[config.mk]
export PLATFORM = sky130hd
export DESIGN_NAME = ovl_automap
export DESIGN_NICKNAME = d
export VERILOG_FILES = /design/src/rtl/ovl_automap_pkg.sv /design/src/rtl/ovl_trap_decode.sv /design/src/rtl/ovl_ctrl_reg.sv /design/src/rtl/ovl_map_state.sv /design/src/rtl/ovl_mem_select.sv /design/src/rtl/ovl_automap.sv
export SDC_FILE = /design/constraint.sdc
export NUM_CORES = 1
export LEC_CHECK = 0
export CORE_MARGIN = 5
export CORE_UTILIZATION = 31
export DETAILED_ROUTE_END_ITERATION = 6
export MAX_ROUTING_LAYER = met4
export PLACE_DENSITY_LB_ADDON = 0.08
export SYNTH_ARGS = -nofsm -noshare
export SYNTH_HDL_FRONTEND = slang
export SYNTH_SLANG_ARGS = --single-unit
[constraint.sdc]
create_clock -name clk -period 2 [get_ports clk]
set_input_delay 0.4 -clock clk [delete_from_list [all_inputs] [get_ports clk]]
set_output_delay 0.4 -clock clk [all_outputs]
set_load 0.05 [all_outputs]
[src/rtl/ovl_automap_pkg.sv]
package ovl_automap_pkg;

  localparam int NUM_ENTRY = 6;

  localparam logic [15:0] ENTRY_ADDR [NUM_ENTRY] = '{
    16'h0000, 16'h0008, 16'h0038, 16'h0066, 16'h04C6, 16'h0562
  };

  typedef enum logic [1:0] {
    PEND_NONE  = 2'd0,
    PEND_MAP   = 2'd1,
    PEND_UNMAP = 2'd2
  } pend_e;

  typedef struct packed {
    logic fetch;
    logic refresh;
    logic mem_acc;
    logic io_wr;
  } bus_ev_t;

endpackage

[src/rtl/ovl_trap_decode.sv]
module ovl_trap_decode
  import ovl_automap_pkg::*;
#(
  parameter logic [15:0] IMM_BASE   = 16'h3D00,
  parameter int          IMM_LOG2   = 8,
  parameter logic [15:0] EXIT_BASE  = 16'h1FF8,
  parameter int          EXIT_LOG2  = 3
) (
  input  logic [15:0] addr,
  output logic        entry_hit,
  output logic        imm_hit,
  output logic        exit_hit
);

  logic [NUM_ENTRY-1:0] match_v;

  for (genvar i = 0; i < NUM_ENTRY; i++) begin : g_entry
    assign match_v[i] = (addr == ENTRY_ADDR[i]);
  end

  assign entry_hit = |match_v;
  assign imm_hit   = (addr[15:IMM_LOG2]  == IMM_BASE[15:IMM_LOG2]);
  assign exit_hit  = (addr[15:EXIT_LOG2] == EXIT_BASE[15:EXIT_LOG2]);

endmodule

[src/rtl/ovl_ctrl_reg.sv]
module ovl_ctrl_reg #(
  parameter int         BANK_W    = 4,
  parameter logic [7:0] PORT_ADDR = 8'hE3
) (
  input  logic              clk,
  input  logic              rst,
  input  logic              io_wr,
  input  logic [7:0]        port_lo,
  input  logic              force_in,
  input  logic [BANK_W-1:0] bank_in,
  output logic              force_q,
  output logic [BANK_W-1:0] bank_q
);

  logic hit;
  assign hit = io_wr && (port_lo == PORT_ADDR);

  always_ff @(posedge clk) begin
    if (rst) begin
      force_q <= 1'b0;
      bank_q  <= '0;
    end else if (hit) begin
      force_q <= force_in;
      bank_q  <= bank_in;
    end
  end

  AST_CTRL_HOLD: assert property (@(posedge clk) disable iff (rst)
    !hit |=> ($stable(force_q) && $stable(bank_q)));

endmodule

[src/rtl/ovl_map_state.sv]
module ovl_map_state
  import ovl_automap_pkg::*;
(
  input  logic clk,
  input  logic rst,
  input  logic fetch,
  input  logic refresh,
  input  logic entry_hit,
  input  logic imm_hit,
  input  logic exit_hit,
  output logic mapped_q
);

  pend_e pend_q;

  always_ff @(posedge clk) begin
    if (rst) begin
      mapped_q <= 1'b0;
      pend_q   <= PEND_NONE;
    end else if (fetch) begin
      if (imm_hit) begin
        mapped_q <= 1'b1;
        pend_q   <= PEND_NONE;
      end else if (entry_hit) begin
        pend_q   <= PEND_MAP;
      end else if (exit_hit) begin
        pend_q   <= PEND_UNMAP;
      end else begin
        pend_q   <= PEND_NONE;
      end
    end else if (refresh) begin
      case (pend_q)
        PEND_MAP:   mapped_q <= 1'b1;
        PEND_UNMAP: mapped_q <= 1'b0;
        default:    mapped_q <= mapped_q;
      endcase
      pend_q <= PEND_NONE;
    end
  end

  AST_COMMIT_MAP: assert property (@(posedge clk) disable iff (rst)
    (refresh && pend_q == PEND_MAP) |=> mapped_q);
  AST_COMMIT_UNMAP: assert property (@(posedge clk) disable iff (rst)
    (refresh && pend_q == PEND_UNMAP) |=> !mapped_q);
  AST_IMM_MAP: assert property (@(posedge clk) disable iff (rst)
    (fetch && imm_hit) |=> mapped_q);
  AST_NO_DATA_TRAP: assert property (@(posedge clk) disable iff (rst)
    (!fetch && !refresh) |=> $stable(mapped_q));
  AST_FETCH_NO_COMMIT: assert property (@(posedge clk) disable iff (rst)
    (fetch && !imm_hit) |=> $stable(mapped_q));

endmodule

[src/rtl/ovl_mem_select.sv]
module ovl_mem_select #(
  parameter int BANK_W  = 4,
  parameter int PAGE_AW = 13,
  localparam int RAM_AW = BANK_W + PAGE_AW
) (
  input  logic              clk,
  input  logic              rst,
  input  logic              mem_acc,
  input  logic [15:0]       addr,
  input  logic              mapped_q,
  input  logic              force_map,
  input  logic              imm_now,
  input  logic [BANK_W-1:0] bank,
  output logic              sel_host_rom,
  output logic              sel_ovl_rom,
  output logic              sel_ovl_ram,
  output logic [RAM_AW-1:0] ram_addr
);

  logic low16, eff_map;

  assign low16   = (addr[15:PAGE_AW+1] == '0);
  assign eff_map = mapped_q | force_map | imm_now;

  always_comb begin
    sel_host_rom = mem_acc && low16 && !eff_map;
    sel_ovl_rom  = mem_acc && low16 &&  eff_map && !addr[PAGE_AW];
    sel_ovl_ram  = mem_acc && low16 &&  eff_map &&  addr[PAGE_AW];
    ram_addr     = {bank, addr[PAGE_AW-1:0]};
  end

  AST_ONE_SELECT: assert property (@(posedge clk) disable iff (rst)
    $onehot0({sel_host_rom, sel_ovl_rom, sel_ovl_ram}));
  AST_IMM_BYTE: assert property (@(posedge clk) disable iff (rst)
    (imm_now && mem_acc) |-> sel_ovl_ram);
  AST_FORCE_OVL: assert property (@(posedge clk) disable iff (rst)
    (force_map && mem_acc && low16) |-> !sel_host_rom);
  AST_IDLE_NONE: assert property (@(posedge clk) disable iff (rst)
    !mem_acc |-> !(sel_host_rom || sel_ovl_rom || sel_ovl_ram));

endmodule

[src/rtl/ovl_automap.sv]
module ovl_automap
  import ovl_automap_pkg::*;
#(
  parameter int         BANK_W    = 4,
  parameter int         PAGE_AW   = 13,
  parameter logic [7:0] PORT_ADDR = 8'hE3,
  localparam int        RAM_AW    = BANK_W + PAGE_AW
) (
  input  logic              clk,
  input  logic              rst,
  input  logic [15:0]       cpu_addr,
  input  logic [7:0]        cpu_data,
  input  logic              m1_n,
  input  logic              mreq_n,
  input  logic              iorq_n,
  input  logic              wr_n,
  input  logic              rfsh_n,
  output logic              sel_host_rom,
  output logic              sel_ovl_rom,
  output logic              sel_ovl_ram,
  output logic [RAM_AW-1:0] ovl_ram_addr,
  output logic              ovl_active
);

  bus_ev_t ev;
  logic entry_hit, imm_hit, exit_hit;
  logic mapped_q, force_q;
  logic [BANK_W-1:0] bank_q;

  always_comb begin
    ev.fetch   = !m1_n && !mreq_n;
    ev.refresh = !rfsh_n && !mreq_n;
    ev.mem_acc = !mreq_n && rfsh_n;
    ev.io_wr   = !iorq_n && !wr_n && m1_n;
  end

  ovl_trap_decode u_dec (
    .addr      (cpu_addr),
    .entry_hit (entry_hit),
    .imm_hit   (imm_hit),
    .exit_hit  (exit_hit)
  );

  ovl_ctrl_reg #(.BANK_W(BANK_W), .PORT_ADDR(PORT_ADDR)) u_ctrl (
    .clk      (clk),
    .rst      (rst),
    .io_wr    (ev.io_wr),
    .port_lo  (cpu_addr[7:0]),
    .force_in (cpu_data[7]),
    .bank_in  (cpu_data[BANK_W-1:0]),
    .force_q  (force_q),
    .bank_q   (bank_q)
  );

  ovl_map_state u_state (
    .clk       (clk),
    .rst       (rst),
    .fetch     (ev.fetch),
    .refresh   (ev.refresh),
    .entry_hit (entry_hit),
    .imm_hit   (imm_hit),
    .exit_hit  (exit_hit),
    .mapped_q  (mapped_q)
  );

  ovl_mem_select #(.BANK_W(BANK_W), .PAGE_AW(PAGE_AW)) u_sel (
    .clk          (clk),
    .rst          (rst),
    .mem_acc      (ev.mem_acc),
    .addr         (cpu_addr),
    .mapped_q     (mapped_q),
    .force_map    (force_q),
    .imm_now      (ev.fetch && imm_hit),
    .bank         (bank_q),
    .sel_host_rom (sel_host_rom),
    .sel_ovl_rom  (sel_ovl_rom),
    .sel_ovl_ram  (sel_ovl_ram),
    .ram_addr     (ovl_ram_addr)
  );

  assign ovl_active = mapped_q | force_q;

  AST_EXIT_OPCODE: assert property (@(posedge clk) disable iff (rst)
    (ev.fetch && exit_hit && mapped_q) |-> sel_ovl_rom);
  AST_NESTED_NMI: assert property (@(posedge clk) disable iff (rst)
    (ev.fetch && cpu_addr == 16'h0066 && mapped_q) |-> sel_ovl_rom);

endmodule

==> out/qor.yml <==
async_reset_ff_share_pct: 0
drive_gt1_share_pct: 36.6
p_total_mw: 0.506
status: "finished, final reports clean"
syn2layout_area_growth_pct: 117
cts_root_buffer: "clkbuf_4"
min_period_ps: 2000
arrival_ps: 1600
peakVddDrop_v: 0.000371
path_delay_family: "simple AND/OR/NAND/NOR gates"
synth_fp_nets: 109
worstSetupEndpointType: "primary output"
netlist_instances: 77
tightestPinTransition_ps: 507
antenna_found_initial: 0
track_usage_pct: 17.1
h-tree-depth: 1
core_um2: 1940
finalHoldViolations: 0
multi_input_area_um2: 375
drcViolationCount: 0
die_w_um: 55.0
fp-row-count: 16
total_leakage_power_nw: 0.601
drt_iter0_drc: 5
rrSetupSlack_ps: 630
yosys.area.top_type: "dfxtp_1"
synth.yosys.seq_area_share_pct: 25.5
synth-seq-cells: 8
routed-via-count: 751
worst_path_max_delay_cell: "or4_4"
wl_mm: 2.14
clock_path_buffers: 2
hpwl_mm: 1.91
critPathKind: "input port to primary output"
cp_common_cell: "nor3_2"
syn_area_um2: 628
ys_warn_count: 0
synth_top_flop_cell: "dfxtp_1"
synthesis.area_per_instance_um2: 8.16
synth_edf_count: 0
worstPathMaxFanout: 3
hold_depth: 2
nNetsFinal: 168
synth_top_cells_by_area: "dfxtp_1 (25%), buf_4 (17%), mux2i_1 (8.0%), nor2_1 (6.6%), nor3_1 (5.6%)"
initial_core_util_pct: 32.3
rsz0062_at_grt: "true"
dr.pass1.iters: 3
io_pins: 52
cts_sinks: 8
max_stage_delay_ps: 560
via_per_inst: 4.66
skew_ps: 5.02
cp_data_required_time_ps: 1600
diodes: 0
post-cts-setup-buffers: 0
r2r-start: "u_state.pend_q[0]"
hp-class: "register to register"
r2r-end: "u_state.mapped_q"
finalSetupViolCount: 0
grt_start_max_net_pins: 9
relSlewSlack_pct: 66.1
cts_buffers: 3
dieArea_um2: 3030
hold_start: "u_ctrl.bank_q[0]"
io_buffers: 48
crit_start: "mreq_n"
cap_violations: 0
ant_nets: 0
ff2ff_path_depth: 5
nFillCells: 171
max_freq_mhz: 501
drv_slew: 0
start_kind: "input port"
gp_congestion: 0.804
overflow: 0
wire_per_inst_um: 13.3
clk_latency_ps: 250
critical_path.cell_chain: "buf_6 -> or4_4 -> nor3_2 -> nor2_1 -> nor3_2 -> buf_12"
fin_crit_sh_pct: 99.9
cts_tree: "done"
cts_hold_buf: 0
register_area_um2: 160
die-height_um: 55.0
hold_end: "u_ctrl.bank_q[0]"
setup_slack_ps: 2.34
clkTransAtPathRegs_ps: 50
dp_slack_ps: -402
first_global_vias: 797
synth_top_area_share_pct: 25.5
netlist-cell-type-count: 26
crit_buf_inv: 2
cellPowerDensity_nw_per_um2: 371
grt_pass1_wl_mm: 3.56
[stage by stage]
step | instance area, um2 | setup TNS (ps) | std cells | hold slack, ps | utilization (%)
final | 1360 | 0 | 161 | 495 | 70.2
after floorplan | 643 | -226 | 77 | 456 | -
after detailed placement | 1350 | -1090 | 158 | 490 | 69.5
after global placement | 1350 | -1010 | 158 | 479 | 69.5
after global routing | 1360 | -26.3 | 161 | 528 | 70.2
after CTS | 1360 | -60.2 | 161 | 505 | 70.0
[placed cells by master, fill, tap and decap left out, types with 3 or more instances in the layout]
cell / n
dfxtp_1: 8
clkdlybuf4s50_1: 21
dlygate4sd2_1: 7
nand4_1: 3
buf_4: 20
mux2i_1: 5
clkbuf_4: 3
buf_12: 15
nor3_2: 3
nor3_1: 4
nor2_1: 11
[flip-flops by register name (all words and copies together) (netlist names)]
name / cells
u_ctrl.bank_q: 4
u_ctrl.force_q: 1
u_state.mapped_q: 1
u_state.pend_q: 2
[cell families after synthesis]
family,synth area share (%)
DFF,25.5
adders and majority gates,1.99
muxes,7.97
and+or+nand+nor,39.4
AOI/OAI and AO/OA,7.17
buffers and inverters,17.9
[Yosys cell counts (all sizes together), types with 2 or more instances]
library cell / count
buf: 14
nor2: 11
dfxtp: 8
nor3: 7
mux2i: 5
nand4: 3
nor3b: 3
nor4: 3
a21oi: 2
and3: 2
inv: 2
nand2: 2
nand4b: 2
nor4bb: 2
or4: 2
[worst reg2reg max path, stage by stage (launching register included)]
cell	delay, ps
dfxtp_1	310
inv_1	50
ha_1	280
nor4b_1	330
nor3_1	80
a211oi_1	220
[power breakdown]
part,switching (mW),total [mW],internal [mW]
clock,0.0513,0.120,0.0684
combinational,0.105,0.227,0.122
sequential,0.0000276,0.160,0.160
[layer usage]
layer  GRT usage, %  vias to the layer above  wire length [um]
li1               -                      387                 -
met1           18.0                      338               818
met2           29.1                       22              1140
met3           4.83                        4               149
met4           8.50                        0                36
met5              -                        -                 0
[final cells by class]
class / instances / share of cell area [%]
well taps: 27 / 2.48
multi-input cells: 53 / 27.5
clock buffers: 3 / 1.65
flip-flops and latches: 8 / 11.7
repair buffers: 68 / 56.1
inverters: 2 / 0.550
[repair_timing]
| item | CTS | global route |
|---|---|---|
| gates cloned | 0 | 0 |
| gates resized for setup | 23 | 1 |
| pin swaps | 5 | 1 |
| setup endpoints to repair | 4 | 2 |
[worst max-delay path by stage]
stage               slack (ps)  cells past startpoint          end
floorplan                 -230                      4  sel_ovl_ram
global placement          -380                      6  sel_ovl_ram
detailed placement        -400                      6  sel_ovl_ram
CTS                        -60                      6  sel_ovl_ram
global route               -30                      6  sel_ovl_ram
finish                       2                      6  sel_ovl_ram
Power figures use the tool's default switching activity.
